File: config.mk
export PLATFORM = sky130hd
export DESIGN_NAME = dual_slot_dispatch
export DESIGN_NICKNAME = d
export VERILOG_FILES = /design/src/rtl/dual_slot_dispatch.sv
export SDC_FILE = /design/constraint.sdc
export NUM_CORES = 1
export LEC_CHECK = 0
export BUFFER_PORTS_ARGS = -buffer_cell sky130_fd_sc_hd__buf_2
export CORE_MARGIN = 1
export CORE_UTILIZATION = 42
export CTS_CLUSTER_SIZE = 20
export DETAILED_ROUTE_END_ITERATION = 10
export HOLD_SLACK_MARGIN = 0.1
export PLACE_DENSITY = 0.8
export RECOVER_POWER = 50
export SYNTH_ARGS = -nofsm -noshare
export SYNTH_HDL_FRONTEND = slang
export SYNTH_SLANG_ARGS = --single-unit
File: constraint.sdc
create_clock -name clk -period 1.87 [get_ports clk]
set_input_delay 0.187 -clock clk [delete_from_list [all_inputs] [get_ports clk]]
set_output_delay 0.187 -clock clk [all_outputs]
set_load 0.01 [all_outputs]
File: src/rtl/dual_slot_dispatch.sv
module dual_slot_dispatch #(
  parameter int ALIGN_BITS = 3,
  parameter int WORD_W = 32,
  parameter int REG_W = 5
) (
  input  logic                  clk,
  input  logic                  rst_n,
  input  logic                  pkt_valid,
  input  logic [ALIGN_BITS-1:0] pkt_addr_lo,
  input  logic [2*WORD_W-1:0]   pkt_data,
  output logic                  pkt_ready,
  input  logic                  down_ready,
  output logic                  alu_valid,
  output logic [WORD_W-1:0]     alu_instr,
  output logic                  mem_valid,
  output logic [WORD_W-1:0]     mem_instr,
  output logic                  pkt_err,
  output logic [REG_W-1:0]      alu_rs,
  output logic [REG_W-1:0]      alu_rt,
  output logic [REG_W-1:0]      mem_rs,
  output logic [REG_W-1:0]      mem_rt
);
  localparam int OP_HI = WORD_W - 1;
  localparam int RS_LO = WORD_W - 6 - REG_W;
  localparam int RT_LO = RS_LO - REG_W;

  logic [WORD_W-1:0] s0, s1;
  logic s0_nop, s1_nop, s0_ok, s1_ok, aligned, good, take;

  assign s0 = pkt_data[WORD_W-1:0];
  assign s1 = pkt_data[2*WORD_W-1:WORD_W];
  assign s0_nop = (s0 == '0);
  assign s1_nop = (s1 == '0);
  assign s0_ok = s0_nop || (s0[OP_HI -: 2] == 2'b00);
  assign s1_ok = s1_nop || (s1[OP_HI -: 2] == 2'b10);
  assign aligned = (pkt_addr_lo == '0);
  assign good = aligned && s0_ok && s1_ok;
  assign take = pkt_valid && good;
  assign pkt_ready = down_ready;

  always_ff @(posedge clk) begin
    if (!rst_n) begin
      alu_valid <= 1'b0;
      mem_valid <= 1'b0;
      pkt_err   <= 1'b0;
      alu_instr <= '0;
      mem_instr <= '0;
    end else if (down_ready) begin
      alu_valid <= take && !s0_nop;
      mem_valid <= take && !s1_nop;
      pkt_err   <= pkt_valid && !good;
      alu_instr <= take ? s0 : '0;
      mem_instr <= take ? s1 : '0;
    end
  end

  assign alu_rs = alu_instr[RS_LO +: REG_W];
  assign alu_rt = alu_instr[RT_LO +: REG_W];
  assign mem_rs = mem_instr[RS_LO +: REG_W];
  assign mem_rt = mem_instr[RT_LO +: REG_W];


  err_blocks_issue_chk: assert property (@(posedge clk) disable iff (!rst_n)
    pkt_err |-> !alu_valid && !mem_valid);


  alu_class_chk: assert property (@(posedge clk) disable iff (!rst_n)
    alu_valid |-> alu_instr != '0 && alu_instr[OP_HI -: 2] == 2'b00);


  mem_class_chk: assert property (@(posedge clk) disable iff (!rst_n)
    mem_valid |-> mem_instr[OP_HI -: 2] == 2'b10);


  misalign_err_chk: assert property (@(posedge clk) disable iff (!rst_n)
    pkt_valid && down_ready && pkt_addr_lo != '0 |=> pkt_err && !alu_valid && !mem_valid);


  stall_hold_chk: assert property (@(posedge clk) disable iff (!rst_n)
    !down_ready |=> $stable(alu_instr) && $stable(mem_instr) && $stable(alu_valid)
                    && $stable(mem_valid) && $stable(pkt_err));


  idle_clear_chk: assert property (@(posedge clk) disable iff (!rst_n)
    down_ready && !pkt_valid |=> !alu_valid && !mem_valid && !pkt_err);
endmodule

# --- Yosys cells after proc, flatten, opt, wreduce, memory -nomap -nowiden ---
# Cells that the tools add are included.
totals:
  reg_bits: 67
  output_inout_bits: 88
classes:
  n_eq_ne: 1
  mux: 2
  reduce_logical: 15
op_table:
  columns: ["op", "n"]
  rows:
  - ["$logic_not 32->1", 2]
  - ["$mux 32", 2]
  - ["$logic_and 1x1->1", 6]
  - ["$logic_not 1->1", 3]
  - ["$logic_not 3->1", 1]
  - ["$eq 2x2->1 const B", 1]
  - ["$logic_not 2->1", 1]
  - ["$logic_or 1x1->1", 2]

# --- Logic depth before layout (Yosys ltp) ---
logic_depth:
  ltp_word: 6
  depth_mapped: 5
  mapped_depth_nobuf: 4

# --- Least setup slack after synthesis ---
# OpenSTA, ideal clock, no wires.
synth_path:
  kind: "input -> register"
  start: "in pkt_addr_lo[0]"
  end: "reg alu_instr[16]"
  setup_ns: 0.061
  arrival_time_ns: 1.444
  required_ns: 1.809
  setup_slack_ns: 0.365
  path_stages: 4
  path_buffers: 1
  cell_sequence: "or4_4 -> nor3_4 -> buf_6 -> a32o_1"
synth_between:
  elab_chain_cells: 5
synth_lines:
  columns: ["element", "line_no", "rtl"]
  rows:
  - ["start: declaration", "9", "input logic [ALIGN_BITS-1:0] pkt_addr_lo,"]
  - ["$logic_not 3->1", "36", "assign aligned = (pkt_addr_lo == '0);"]
  - ["$logic_and 1x1->1 (2 in series)", "37", "assign good = aligned && s0_ok && s1_ok;"]
  - ["$logic_and 1x1->1", "38", "assign take = pkt_valid && good;"]
  - ["$mux 32", "52", "alu_instr <= take ? s0 : '0;"]
  - ["end signal: assignment", "52", null]
  - ["end: declaration", "14", "output logic [WORD_W-1:0] alu_instr,"]
# Every way passes these cells.
# A chain may end at the register's enable or synchronous reset.

# --- Worst setup path in the final report ---
layout_path:
  start: "in pkt_data[50]"
  end: "reg alu_instr[9]"
layout_between:
  elab_chain_cells: 5
layout_lines:
  columns: ["element", "line_no", "rtl"]
  rows:
  - ["start: declaration", "10", "input logic [2*WORD_W-1:0] pkt_data,"]
  - ["$logic_not 32->1", "33", "assign s1_nop = (s1 == '0);"]
  - ["$logic_or 1x1->1", "35", "assign s1_ok = s1_nop || (s1[OP_HI -: 2] == 2'b10);"]
  - ["$logic_and 1x1->1", "37", null]
  - ["$logic_and 1x1->1", "38", null]
  - ["$mux 32", "52", null]
# Every way passes these cells.

==> metrics.md <==
| Metric | Value |
|---|---|
| Run status | finished, final reports clean |
| PortBufs | roughly 160 |
| Net Count, Synth | 275 |
| I/O pins | 159 |
| Synth Register Bits | 67 |
| Wirelength per Cell | approximately 15 um |
| Num CTS Buffers | 9 |
| Via count | 2,326 |
| Final setup vio count | 0 |
| Slew Limit Fails | 0 |
| Worst-Skew Late Latency | roughly 0.32 ns |
| Mapped Area | around 0.0025 mm2 |
| Initial DRT Pass Iterations | 4 |
| Avg Inst Size Synth | 12.1 um2 |
| Cell area power density | ~860 mW/mm2 |
| Die height | around 79 um |
| Peak Freq | around 580 MHz |
| CP Capture Type | register |
| Starting Density | between 40 and 50% |
| Dpl cell area | approximately 0.0032 mm2 |
| ANT cells | 0 |
| Max Buffers Root-to-Sink | 2 |
| LEAKAGE | approximately 1.3 nW |
| H-tree Lvls | 3 |
| Clock sinks | 67 |
| Routed Antenna Nets | 0 |
| Via/cell ratio | ~5.6 |
| Max Cap Violations | 0 |
| Seq/Total Area, Yosys | between 50% and 60% |
| Number of global-route vias before repair | 2,104 |
| Clock skew | 0 ns |
| DRC | 0 |
| Post-CTS sizing | 0 |
| Arrival time worst endpoint | approximately 2.0 ns |
| Final setup TNS | 0 ns |
| DR iter-0 viols | between 80 and 90 |
| P&R area growth vs syn | 35.6% |
| Final nets | 414 |
| Critical path type | in -> reg |
| Core Area | roughly 0.0056 mm2 |
| Final Util | about 60% |
| FP Rows | 27 |
| Distinct cells, synth | 20 |
| Largest net degree at the start of global routing | 36 |
| Die area | 0.00620 mm2 |
| DRT Wirelength | roughly 6500 um |
| YS warnings | 0 |
| Gpl congestion | 0.784 |
| Fin crit period | between 1.5 and 2 ns |
| HPWL after detailed placement | ~4500 um |
| Hold slack | between 0.1 and 0.15 ns |
| Total track usage | ~20% |
| Global-route wire length before repair | 9710 um |
| Gr ovfl total | 0 |
| Design area | about 0.0034 mm2 |
| Worst Path Max Fanout | 30 |
| CTS tree | yes |
| RSZ-0062 raised after global routing | no |
| Antenna violations before repair | 0 |
| Tcrit/Tclk final | 92.9% |
| Share of cells above drive strength 1 | between 30% and 40% |
| Most common library cell in the layout ignoring fill and taps | buf_2 |
| Worst IR Drop VDD | roughly 550 uV |
| Commonest cells after routing, fill and taps aside | 84 x buf_2, 76 x clkbuf_1, 67 x dfxtp_1, 62 x a32o_1, 16 x nor4_1 |
| CP startpoint kind | input pin |
| Register clock-pin slew on the reported worst setup and hold paths | approximately 0.07 ns |
| Hold crit path type | in -> reg |
| Slew @ Worst Pin | between 1 and 1.5 ns |
| Chip width | roughly 80 um |
| Final Hold Vio Count | 0 |
| Headroom to the max-slew limit | between 3 and 4% |
| Root Driver | clkbuf_8 |
| Crit path required time | 2.13 ns |
| Cells after Synth | 204 |
[final cells by class]
class	count	area, um2
multi-input combinational	96	878
sequential	67	1340
fill	513	2250
clock inverter	1	30.0
clock buffer	14	183
inverter	1	3.75
timing repair buffer	168	830
tap	72	90.1
[synth_stat cells]
| library cell | instances | area share [%] |
|---|---|---|
| nor2_1 | 1 | 0.15 |
| nand3_1 | 1 | 0.20 |
| clkbuf_1 | 10 | 1.5 |
| a32o_1 | 62 | 25 |
| nor4_1 | 16 | 4.0 |
| nand3b_1 | 1 | 0.30 |
| nor3_4 | 1 | 0.66 |
| buf_2 | 3 | 0.61 |
| o21ai_0 | 1 | 0.20 |
| buf_4 | 21 | 6.4 |
| o2bb2ai_1 | 1 | 0.35 |
| a22o_1 | 1 | 0.35 |
| buf_6 | 6 | 2.7 |
| inv_1 | 1 | 0.15 |
| nor2b_1 | 1 | 0.25 |
| dfxtp_1 | 67 | 54 |
| or4_4 | 1 | 0.45 |
| o21a_1 | 2 | 0.61 |
| nand4_1 | 4 | 1.0 |
| and2_1 | 3 | 0.76 |
[final timing paths]
kind / start / endpoint / slack [ns] / depth (start not counted)
worst max-delay path: pkt_data[50] / alu_instr[9]$_SDFFE_PN0P_ / 0.13 / 7
worst min-delay path: pkt_data[43] / mem_instr[11]$_SDFFE_PN0P_ / 0.11 / 2
worst max register to register: pkt_err$_SDFFE_PN0P_ / pkt_err$_SDFFE_PN0P_ / 1.18 / 3
worst min register to register: alu_instr[1]$_SDFFE_PN0P_ / alu_instr[1]$_SDFFE_PN0P_ / 0.46 / 1
[state kept, by name, indices dropped and copies added, names as in the netlist]
| name | cells |
|---|---|
| alu_instr | 32 |
| mem_valid | 1 |
| alu_valid | 1 |
| mem_instr | 32 |
| pkt_err | 1 |
[logic make-up after synthesis]
logic type      synth area share, %
flops                          54.2
compound gates                 26.6
buf+inv                        11.4
simple gates                   7.84
[power breakdown]
group,leakage [nW],internal (mW),switching (mW)
sequential,0.540,1.43,0.00186
combinational,0.665,0.0866,0.105
clock,0.109,0.756,0.495
[worst max-delay path, cell delays in order]
cell,delay [ns]
dlygate4sd3_1,0.54
buf_2,0.13
nor4_1,0.29
nand4_1,0.20
o2bb2ai_4,0.24
buf_12,0.20
a32o_1,0.20
[through the flow]
stage / worst slack (ns) / power (mW) / cells
6_report: 0.132 / 2.87 / 419
5_1_grt: 0.0443 / 2.98 / 419
4_1_cts: 0.168 / 2.90 / 419
3_5_place_dp: 0.211 / 1.65 / 400
3_3_place_gp: 0.227 / 1.65 / 400
2_1_floorplan: 0.365 / 1.52 / 204
[layer usage]
layer  vias to the layer above  routed length [um]  part of all wire (%)  track usage, %
met1                      1116                2730                    42            24.2
met4                         0                  97                   1.5            10.4
met3                         9                 420                   6.5            5.40
met5                         -                   0                     0               0
met2                       102                3210                    50            33.6
li1                       1099                   -                     -               -
[what timing repair did]
item / CTS / global route
hold endpoints to repair: 4 / 0
hold buffers: 4 / 0
buffers inserted: 0 / 0
(Power assumes the default switching activity.)
